<file path="src/rtl/fmq_pkg.sv">
package fmq_pkg;

   localparam real FMQ_TWO_PI = 6.283185307179586;

   // Signed table code for entry k of an n-entry period, amplitude amp,
   // rounded half away from zero.
   function automatic int sine_code(int k, int n, int amp);
      real x;
      x = real'(amp) * $sin(FMQ_TWO_PI * real'(k) / real'(n));
      return int'(x);
   endfunction

endpackage

</file>
<file path="src/rtl/fmq_step_mac.sv">
module fmq_step_mac #(
   parameter int SMP_W     = 16,
   parameter int GAIN_W    = 16,
   parameter int PHASE_W   = 32,
   parameter int DEV_SHIFT = 16
) (
   input  logic                      clk_i,
   input  logic                      rst_i,
   input  logic                      stb_i,
   input  logic signed [SMP_W-1:0]   comp_i,
   input  logic signed [GAIN_W-1:0]  gain_i,
   input  logic        [PHASE_W-1:0] centre_i,
   output logic        [PHASE_W-1:0] step_o,
   output logic                      vld_o
);

   localparam int PROD_W = SMP_W + GAIN_W;

   if (DEV_SHIFT >= PROD_W) begin : g_bad_shift
      $error("fmq_step_mac: DEV_SHIFT must be below the product width");
   end
   if (PHASE_W < 8) begin : g_bad_phase
      $error("fmq_step_mac: PHASE_W too small");
   end

   logic signed [PROD_W-1:0] comp_x;
   logic signed [PROD_W-1:0] gain_x;
   logic signed [PROD_W-1:0] prod;
   logic signed [PROD_W-1:0] scaled;
   logic        [PHASE_W-1:0] step_nx;

   // single multiply-accumulate: product, arithmetic scale, add centre
   assign comp_x  = PROD_W'(comp_i);
   assign gain_x  = PROD_W'(gain_i);
   assign prod    = comp_x * gain_x;
   assign scaled  = prod >>> DEV_SHIFT;
   assign step_nx = centre_i + PHASE_W'(scaled);

   always_ff @(posedge clk_i) begin
      if (rst_i) begin
         step_o <= '0;
         vld_o  <= 1'b0;
      end else begin
         vld_o <= stb_i;
         if (stb_i) begin
            step_o <= step_nx;
         end
      end
   end

endmodule

</file>
<file path="src/rtl/fmq_phase_acc.sv">
module fmq_phase_acc #(
   parameter int PHASE_W = 32,
   parameter int ADDR_W  = 8
) (
   input  logic               clk_i,
   input  logic               rst_i,
   input  logic               adv_i,
   input  logic [PHASE_W-1:0] step_i,
   output logic [ADDR_W-1:0]  idx_o,
   output logic               vld_o
);

   if (ADDR_W > PHASE_W) begin : g_bad_addr
      $error("fmq_phase_acc: ADDR_W exceeds PHASE_W");
   end

   logic [PHASE_W-1:0] phase_q;

   always_ff @(posedge clk_i) begin
      if (rst_i) begin
         phase_q <= '0;
         vld_o   <= 1'b0;
      end else begin
         vld_o <= adv_i;
         if (adv_i) begin
            phase_q <= phase_q + step_i;
         end
      end
   end

   assign idx_o = phase_q[PHASE_W-1 -: ADDR_W];


   phase_hold_chk: assert property (@(posedge clk_i) disable iff (rst_i)
      !adv_i |=> $stable(phase_q));

endmodule

</file>
<file path="src/rtl/fmq_sine_tap.sv">
module fmq_sine_tap #(
   parameter int ADDR_W  = 8,
   parameter int OUT_W   = 16,
   parameter bit QUARTER = 1'b1
) (
   input  logic        [ADDR_W-1:0] addr_i,
   output logic signed [OUT_W-1:0]  val_o
);

   localparam int N   = 1 << ADDR_W;
   localparam int QTR = N / 4;
   localparam int AMP = (1 << (OUT_W - 1)) - 1;

   if (ADDR_W < 3 || ADDR_W > 12) begin : g_bad_addr
      $error("fmq_sine_tap: ADDR_W must lie in 3..12");
   end

   if (QUARTER) begin : g_quarter
      logic signed [OUT_W-1:0] tbl [QTR+1];
      for (genvar k = 0; k <= QTR; k++) begin : g_ent
         assign tbl[k] = OUT_W'(fmq_pkg::sine_code(k, N, AMP));
      end

      logic [1:0]        quad;
      logic [ADDR_W-3:0] off;
      logic [ADDR_W-2:0] ridx;
      logic signed [OUT_W-1:0] mag;

      assign quad = addr_i[ADDR_W-1 -: 2];
      assign off  = addr_i[ADDR_W-3:0];
      // odd quadrants read the table backwards, upper half negates
      assign ridx = quad[0] ? ((ADDR_W-1)'(QTR) - {1'b0, off}) : {1'b0, off};
      assign mag  = tbl[ridx];
      assign val_o = quad[1] ? -mag : mag;
   end else begin : g_full
      logic signed [OUT_W-1:0] tbl [N];
      for (genvar k = 0; k < N; k++) begin : g_ent
         assign tbl[k] = OUT_W'(fmq_pkg::sine_code(k, N, AMP));
      end
      assign val_o = tbl[addr_i];
   end

endmodule

</file>
<file path="src/rtl/fmq_quad_lut.sv">
module fmq_quad_lut #(
   parameter int ADDR_W  = 8,
   parameter int OUT_W   = 16,
   parameter bit QUARTER = 1'b1
) (
   input  logic                     clk_i,
   input  logic                     rst_i,
   input  logic                     vld_i,
   input  logic        [ADDR_W-1:0] idx_i,
   output logic signed [OUT_W-1:0]  i_o,
   output logic signed [OUT_W-1:0]  q_o,
   output logic                     vld_o
);

   localparam int N   = 1 << ADDR_W;
   localparam int AMP = (1 << (OUT_W - 1)) - 1;
   localparam longint MAG_LO = longint'(AMP - 1) * longint'(AMP - 1);
   localparam longint MAG_HI = longint'(AMP + 1) * longint'(AMP + 1);

   // tap 0: sine at the phase; tap 1: a quarter turn ahead (cosine)
   logic [ADDR_W-1:0]       tap_addr [2];
   logic signed [OUT_W-1:0] tap_val  [2];

   for (genvar t = 0; t < 2; t++) begin : g_tap
      assign tap_addr[t] = idx_i + ADDR_W'(t * (N / 4));
      fmq_sine_tap #(
         .ADDR_W (ADDR_W),
         .OUT_W  (OUT_W),
         .QUARTER(QUARTER)
      ) i_tap (
         .addr_i(tap_addr[t]),
         .val_o (tap_val[t])
      );
   end

   always_ff @(posedge clk_i) begin
      if (rst_i) begin
         i_o   <= OUT_W'(AMP);
         q_o   <= '0;
         vld_o <= 1'b0;
      end else begin
         vld_o <= vld_i;
         if (vld_i) begin
            q_o <= tap_val[0];
            i_o <= tap_val[1];
         end
      end
   end


   out_hold_chk: assert property (@(posedge clk_i) disable iff (rst_i)
      !vld_i |=> ($stable(i_o) && $stable(q_o)));


   quad_mag_chk: assert property (@(posedge clk_i) disable iff (rst_i)
      vld_o |-> ((longint'(i_o) * longint'(i_o) + longint'(q_o) * longint'(q_o)) >= MAG_LO &&
                 (longint'(i_o) * longint'(i_o) + longint'(q_o) * longint'(q_o)) <= MAG_HI));

endmodule

</file>
<file path="src/rtl/fm_quad_mod.sv">
module fm_quad_mod #(
   parameter int SMP_W     = 16,
   parameter int GAIN_W    = 16,
   parameter int PHASE_W   = 32,
   parameter int DEV_SHIFT = 16,
   parameter int ADDR_W    = 8,
   parameter int OUT_W     = 16,
   parameter bit QUARTER   = 1'b1
) (
   input  logic                      clk,
   input  logic                      rst,
   input  logic                      smp_stb,
   input  logic signed [SMP_W-1:0]   comp_in,
   input  logic        [PHASE_W-1:0] centre_inc,
   input  logic signed [GAIN_W-1:0]  dev_gain,
   output logic signed [OUT_W-1:0]   i_out,
   output logic signed [OUT_W-1:0]   q_out,
   output logic                      out_valid
);

   localparam int AMP = (1 << (OUT_W - 1)) - 1;

   logic [PHASE_W-1:0] step;
   logic               step_vld;
   logic [ADDR_W-1:0]  idx;
   logic               idx_vld;

   fmq_step_mac #(
      .SMP_W    (SMP_W),
      .GAIN_W   (GAIN_W),
      .PHASE_W  (PHASE_W),
      .DEV_SHIFT(DEV_SHIFT)
   ) i_mac (
      .clk_i   (clk),
      .rst_i   (rst),
      .stb_i   (smp_stb),
      .comp_i  (comp_in),
      .gain_i  (dev_gain),
      .centre_i(centre_inc),
      .step_o  (step),
      .vld_o   (step_vld)
   );

   fmq_phase_acc #(
      .PHASE_W(PHASE_W),
      .ADDR_W (ADDR_W)
   ) i_acc (
      .clk_i (clk),
      .rst_i (rst),
      .adv_i (step_vld),
      .step_i(step),
      .idx_o (idx),
      .vld_o (idx_vld)
   );

   fmq_quad_lut #(
      .ADDR_W (ADDR_W),
      .OUT_W  (OUT_W),
      .QUARTER(QUARTER)
   ) i_lut (
      .clk_i(clk),
      .rst_i(rst),
      .vld_i(idx_vld),
      .idx_i(idx),
      .i_o  (i_out),
      .q_o  (q_out),
      .vld_o(out_valid)
   );


   valid_lat_chk: assert property (@(posedge clk) disable iff (rst)
      smp_stb |-> ##3 out_valid);


   rst_state_chk: assert property (@(posedge clk) disable iff (rst)
      $past(rst) |-> (i_out == OUT_W'(AMP) && q_out == '0 && !out_valid));

endmodule

</file>
<file path="config.mk">
export PLATFORM = sky130hd
export DESIGN_NAME = fm_quad_mod
export DESIGN_NICKNAME = d
export VERILOG_FILES = /design/src/rtl/fmq_pkg.sv /design/src/rtl/fmq_step_mac.sv /design/src/rtl/fmq_phase_acc.sv /design/src/rtl/fmq_sine_tap.sv /design/src/rtl/fmq_quad_lut.sv /design/src/rtl/fm_quad_mod.sv
export SDC_FILE = /design/constraint.sdc
export NUM_CORES = 1
export LEC_CHECK = 0
export BUFFER_PORTS_ARGS = -buffer_cell sky130_fd_sc_hd__clkbuf_2
export CAP_MARGIN = 10
export CORE_UTILIZATION = 50
export CTS_BUF_LIST = sky130_fd_sc_hd__clkbuf_2 sky130_fd_sc_hd__clkbuf_4 sky130_fd_sc_hd__clkbuf_8
export CTS_CLUSTER_SIZE = 25
export DETAILED_ROUTE_END_ITERATION = 7
export GPL_ROUTABILITY_DRIVEN = 0
export PLACE_DENSITY = 0.65
export SLEW_MARGIN = 20
export SYNTH_ARGS = -nofsm -noshare
export SYNTH_HDL_FRONTEND = slang
export SYNTH_SLANG_ARGS = --single-unit
</file>
<file path="constraint.sdc">
create_clock -name clk -period 15.8 [get_ports clk]
set_input_delay 0.79 -clock clk [delete_from_list [all_inputs] [get_ports clk]]
set_output_delay 0.79 -clock clk [all_outputs]
set_load 0.03 [all_outputs]
</file>
# Word-level counts from Yosys, hierarchy flattened
# Memory sizes are Yosys's and may differ from the RTL's.
# Cells that the tools add are included.
[classes]
n_shift = 0
bitwise = 2
eq_ne = 0
div_mod_pow = 0
add_sub_neg = 7
mux = 8
multipliers = 1
reduce_logical = 0
n_lt_le_gt_ge = 2
[op_table]
columns = ["operator", "count"]
rows = [
  ["two-way mux 16 bit", 6],
  ["adder 32 bit", 2],
  ["multiplier 16 x 16 -> 32 bit", 1],
  ["negator 16 bit", 2],
  ["greater-or-equal comparator 8 bit (second input constant)", 2],
  ["inverter 7 -> 8 bit", 2],
  ["two-way mux 7 bit", 2],
  ["subtractor 7 x 6 -> 7 bit (first input constant)", 2],
  ["adder 8 x 7 -> 8 bit (second input constant)", 1],
]
[totals]
input_bits = 67
elab_cells = 29
ff_bits = 99
ram_bits = 0
latchBits = 0
mem_count = 2
rom_bits = 4096
[memory_table]
columns = ["name", "words", "word_bits", "read_ports", "rd_clocked_by_memory_dff", "wr", "line", "rtl"]
rows = [
  ["(name not given)", 128, 16, 1, 0, 0, "fmq_sine_tap.sv:33", "assign mag = tbl[ridx];"],
  ["(name not given)", 128, 16, 1, 0, 0, "fmq_sine_tap.sv:33", ""],
]

# Depth between registers and ports, before layout
[logic_depth]
word_depth = 9
mapped_depth = 35

# Modules after synthesis
# From an unflattened synthesis, not the netlist that was laid out.
[unflattened]
cells_unflattened = 2613
area_unflattened_um2 = 21523.1
[by_module_without_submodules]
columns = ["module", "cells_per_inst", "n_inst", "area_per_inst_um2"]
rows = [
  ["fmq_step_mac", 1301, 1, 11897.7],
  ["fmq_sine_tap (i_lut.g_tap[1].i_tap)", 443, 1, 2957.8],
  ["fmq_phase_acc", 365, 1, 2887.8],
  ["fmq_sine_tap (i_lut.g_tap[0].i_tap)", 395, 1, 2558.7],
  ["fmq_quad_lut", 109, 1, 1221.2],
]

# Worst setup path before layout
# Ideal clock, no wire load.
[synth_path]
path_kind = "input -> register"
from = "input port comp_in[15]"
to = "register i_mac.step_o[31]"
slack_ps = 7093
arrival_time_ps = 8615
cell_stages = 28
n_path_buf = 1
cell_sequence = "clkbuf_1 nand2_1 inv_1 fa_1 fa_1 fa_1 fa_1 fa_1 inv_1 fa_1 inv_1 ha_1 and3_1 a211oi_1 o21ai_0 a21oi_1 o311ai_0 nand2_1 ha_1 a21oi_1 o21ai_0 nor2b_1 o41ai_1 a31oi_1 o21ai_0 o21ai_0 a2111o_1 o221ai_1"
[synth_between]
elab_chain_cells = 2
[synth_lines]
columns = ["element", "line", "rtl"]
rows = [
  ["from (decl)", "fm_quad_mod.sv:13", "input logic signed [SMP_W-1:0] comp_in,"],
  ["multiplier 16 x 16 -> 32 bit", "fmq_step_mac.sv:35", "assign prod = comp_x * gain_x;"],
  ["adder 32 bit", "fmq_step_mac.sv:37", "assign step_nx = centre_i + PHASE_W'(scaled);"],
  ["to (signal assigned)", "fmq_step_mac.sv:46", "step_o <= step_nx;"],
  ["to (decl)", "fmq_step_mac.sv:13", "output logic [PHASE_W-1:0] step_o,"],
]
# Every way passes these cells.
# A chain may end at the register's enable or synchronous reset.

# Worst setup path after layout
[layout_path]
from = "input port comp_in[8]"
to = "register i_mac.step_o[31]"
# The elaborated chain is that of the path after synthesis.

==> metrics.txt <==
# TYPE chip_impl_metric gauge
chip_impl_info{name="status",value="complete, no violations"} 1
chip_impl_metric{name="fin_worst_skew",unit="ps"} 13.9
chip_impl_metric{name="antenna_violations_before_repair",unit=""} 0
chip_impl_metric{name="post_synth_net_total",unit=""} 3091
chip_impl_metric{name="diodes",unit=""} 0
chip_impl_metric{name="synth.yosys.seq_area_share",unit="%"} 9.51
chip_impl_metric{name="worst_slew_margin",unit="%"} 32.7
chip_impl_metric{name="globalRouteTotalUtil",unit="%"} 28.9
chip_impl_metric{name="drcViolationCount",unit=""} 0
chip_impl_metric{name="async_reset_ff_share",unit="%"} 0
chip_impl_metric{name="syn_inst",unit=""} 2596
chip_impl_metric{name="grt_first_pass_wirelength",unit="microns"} 98800
chip_impl_metric{name="routedWlPerCell",unit="microns"} 19.1
chip_impl_metric{name="layout.area.seq",unit="sq um"} 1980
chip_impl_metric{name="worst-endpoint-arrival",unit="ps"} 10170
chip_impl_metric{name="drt-pass1-iter-count",unit=""} 6
chip_impl_info{name="synth_ff_type",value="sky130_fd_sc_hd__dfxtp_1"} 1
chip_impl_metric{name="ff2ff_setup_slack",unit="ps"} 9920
chip_impl_metric{name="hold_buffers",unit=""} 0
chip_impl_metric{name="fillerInstances",unit=""} 3965
chip_impl_metric{name="largest_net_degree_at_the_start_of_global_routing",unit=""} 87
chip_impl_metric{name="via_count",unit=""} 19056
chip_impl_metric{name="final-setup-viol-count",unit=""} 0
chip_impl_metric{name="area.growth.synth_to_final",unit="%"} 4.61
chip_impl_info{name="setup_repair_after_global_routing_missed_its_margin",value="no"} 1
chip_impl_metric{name="initial_core_utilization",unit="%"} 50.9
chip_impl_metric{name="core-area",unit="sq um"} 40900
chip_impl_metric{name="count_of_antenna_violating_nets_left_after_detailed_routing",unit=""} 0
chip_impl_metric{name="clk_latency",unit="ps"} 390
chip_impl_info{name="hold_path_class",value="reg2reg"} 1
chip_impl_metric{name="final_max_slew_viol_count",unit=""} 0
chip_impl_metric{name="critical_path_peak_fanout",unit=""} 18
chip_impl_metric{name="synthDistinctLibCells",unit=""} 93
chip_impl_metric{name="wl",unit="microns"} 59400
chip_impl_metric{name="buffer_levels_on_the_longest_clock_path",unit=""} 2
chip_impl_metric{name="total_i_o_pin_count",unit=""} 100
chip_impl_metric{name="via_count_of_the_first_global_routing_pass",unit=""} 18840
chip_impl_info{name="cts_root_buffer",value="sky130_fd_sc_hd__clkbuf_8"} 1
chip_impl_metric{name="route.detailed.vias_per_inst",unit=""} 6.11
chip_impl_info{name="worst_setup_sp_type",value="input port"} 1
chip_impl_metric{name="port-buffer-count",unit=""} 99
chip_impl_info{name="critical-path-top-cell-by-count",value="sky130_fd_sc_hd__fa_1"} 1
chip_impl_metric{name="fmax",unit="GHz"} 0.101
chip_impl_metric{name="cts_buf_count",unit=""} 9
chip_impl_metric{name="final_global_route_overflow_total",unit=""} 0
chip_impl_metric{name="yosysWarnings",unit=""} 0
chip_impl_metric{name="chipHeight",unit="microns"} 206
chip_impl_metric{name="drt-initial-drc-count",unit=""} 1919
chip_impl_metric{name="critPathRequiredTime",unit="ps"} 16090
chip_impl_metric{name="rows",unit=""} 74
chip_impl_metric{name="final_hold_viol_count",unit=""} 0
chip_impl_metric{name="multi_input_area",unit="sq um"} 17000
chip_impl_metric{name="post_cts.repair.setup_buffers",unit=""} 0
chip_impl_info{name="cts_tree",value="built"} 1
chip_impl_info{name="crit_path_end_kind",value="flip-flop"} 1
chip_impl_metric{name="finish.net_count",unit=""} 3075
chip_impl_info{name="timing.critical_path.slowest_stage_cell",value="sky130_fd_sc_hd__o41ai_1"} 1
chip_impl_metric{name="clkSinkCount",unit=""} 99
chip_impl_metric{name="syn-cell-area",unit="sq um"} 20800
chip_impl_metric{name="fin_crit",unit="ps"} 9880
chip_impl_metric{name="layout-drive-gt1-share",unit="%"} 7.43
chip_impl_metric{name="maximum_capacitance_violations",unit=""} 0
chip_impl_metric{name="clkTransAtPathRegs",unit="ps"} 90
chip_impl_metric{name="transition_time_at_the_pin_with_the_least_slew_margin",unit="ps"} 1010
chip_impl_metric{name="floorplan.die.width",unit="microns"} 206
chip_impl_metric{name="dpl.hpwl",unit="microns"} 45900
chip_impl_metric{name="post_cts_resize_count",unit=""} 0
chip_impl_metric{name="synth_enable_flop_cells",unit=""} 0
chip_impl_metric{name="die_area",unit="sq um"} 42500
chip_impl_metric{name="postSynthRegisterBits",unit=""} 99
chip_impl_metric{name="cts-htree-levels",unit=""} 3
chip_impl_metric{name="crit_share_post_route",unit="%"} 62.5
chip_impl_metric{name="fin_setup_tns",unit="ps"} 0
chip_impl_info{name="critical_path_class",value="in2reg"} 1
chip_impl_metric{name="largest_stage_delay_on_the_critical_path",unit="ps"} 620
chip_impl_metric{name="syn-mean-instance-area",unit="sq um"} 8.03
synth_stat cells (25+ instances only):
| cell type | count | area share, % |
|---|---|---|
| sky130_fd_sc_hd__ha_1 | 165 | 9.9 |
| sky130_fd_sc_hd__nor2b_1 | 31 | 0.93 |
| sky130_fd_sc_hd__dfxtp_1 | 99 | 9.5 |
| sky130_fd_sc_hd__nor2_1 | 178 | 3.2 |
| sky130_fd_sc_hd__nand2_1 | 256 | 4.6 |
| sky130_fd_sc_hd__nor3_1 | 52 | 1.2 |
| sky130_fd_sc_hd__nand3_1 | 43 | 1.0 |
| sky130_fd_sc_hd__o21a_1 | 29 | 1.0 |
| sky130_fd_sc_hd__xnor2_1 | 60 | 2.5 |
| sky130_fd_sc_hd__o211ai_1 | 30 | 1.1 |
| sky130_fd_sc_hd__clkbuf_1 | 104 | 1.9 |
| sky130_fd_sc_hd__a21o_1 | 33 | 1.2 |
| sky130_fd_sc_hd__inv_1 | 322 | 5.8 |
| sky130_fd_sc_hd__a211oi_1 | 45 | 1.6 |
| sky130_fd_sc_hd__xor2_1 | 25 | 1.1 |
| sky130_fd_sc_hd__fa_1 | 263 | 25 |
| sky130_fd_sc_hd__and2_1 | 125 | 3.8 |
| sky130_fd_sc_hd__mux2i_1 | 38 | 1.8 |
| sky130_fd_sc_hd__a21oi_1 | 149 | 3.6 |
| sky130_fd_sc_hd__a31oi_1 | 25 | 0.75 |
| sky130_fd_sc_hd__o21ai_0 | 112 | 2.7 |
worst paths after layout:
| kind | startpoint | to | cells after the start |
|---|---|---|---|
| setup / recovery | comp_in[8] | i_mac.step_o[31]$_SDFFE_PP0P_ | 32 |
| hold / removal | i_acc.phase_q[10]$_SDFFE_PP0P_ | i_acc.phase_q[10]$_SDFFE_PP0P_ | 2 |
| setup reg to reg | i_acc.phase_q[24]$_SDFFE_PP0P_ | i_lut.i_o[14]$_SDFFE_PP1P_ | 17 |
| hold reg to reg | i_acc.phase_q[10]$_SDFFE_PP0P_ | i_acc.phase_q[10]$_SDFFE_PP0P_ | 2 |
final cells by class:
type	instances	share of cell area, %
clock buffer	12	0.729
clock inverter	4	0.333
inverter	331	5.70
multi-input combinational	2016	78.0
sequential	99	9.10
tap	532	3.05
timing repair buffer	123	3.11
layout by cell type, fill, tap and decap left out, types with 29 or more instances in the layout:
cell	n
sky130_fd_sc_hd__fa_1	263
sky130_fd_sc_hd__xnor2_1	59
sky130_fd_sc_hd__a211oi_1	45
sky130_fd_sc_hd__dfxtp_1	97
sky130_fd_sc_hd__a21o_1	33
sky130_fd_sc_hd__o211ai_1	30
sky130_fd_sc_hd__nor2_1	178
sky130_fd_sc_hd__nor3_1	52
sky130_fd_sc_hd__a21oi_1	149
sky130_fd_sc_hd__nand3_1	43
sky130_fd_sc_hd__ha_1	164
sky130_fd_sc_hd__o21ai_0	112
sky130_fd_sc_hd__clkbuf_2	98
sky130_fd_sc_hd__inv_1	322
sky130_fd_sc_hd__mux2i_1	38
sky130_fd_sc_hd__and2_1	125
sky130_fd_sc_hd__nor2b_1	31
sky130_fd_sc_hd__nand2_1	256
sky130_fd_sc_hd__o21a_1	29
per-layer routing:
layer,vias up,global-route usage (%),share of wire (%),routed length (microns)
li1,8837,-,-,-
met1,9302,39.9,44,25900
met2,783,47.0,47,27600
met3,134,3.15,6.9,4120
met4,0,9.24,2.9,1720
met5,-,0,0,0
cells by family (layout without fill, tap and decap cells):
group           count (synthesis)  in the layout  synth area share, %
mux                            46             46                 2.47
flops                          99             99                 9.51
compound gates                642            642                 20.9
buf+inv                       481            470                 9.01
simple gates                  812            812                 19.1
xor+xnor                       88             88                 3.81
fa+ha+maj                     428            428                 35.2
registers in the layout, indices dropped and copies added, names as in the netlist:
register and flops:
i_lut.q_o 16, i_lut.i_o 16, i_lut.vld_o 1, i_mac.vld_o 1
i_acc.vld_o 1, i_acc.phase_q 32, i_mac.step_o 32
critical path: cells and delay by family:
kind                     cells  cell delay [ps]
adder cells (fa/ha/maj)      8             3880
AND/OR/NAND/NOR              5             1310
AO/OA/AOI/OAI               14             3640
buffers and inverters        5              500
stage by stage:
stage,hold WS [ps],cell area (sq um),worst slack [ps],std cells,utilization (%)
floorplan,429,20800,7090,2596,-
global route,494,21800,5080,3117,53.3
detailed placement,463,21600,5630,3101,52.7
CTS,474,21800,5970,3117,53.3
global placement,455,21600,5880,3101,52.7
finish,470,21800,5920,3117,53.3
Power is left out: the tool's default activity adds up to more than one toggle a clock period on the data nets, which glitch-free logic cannot reach.
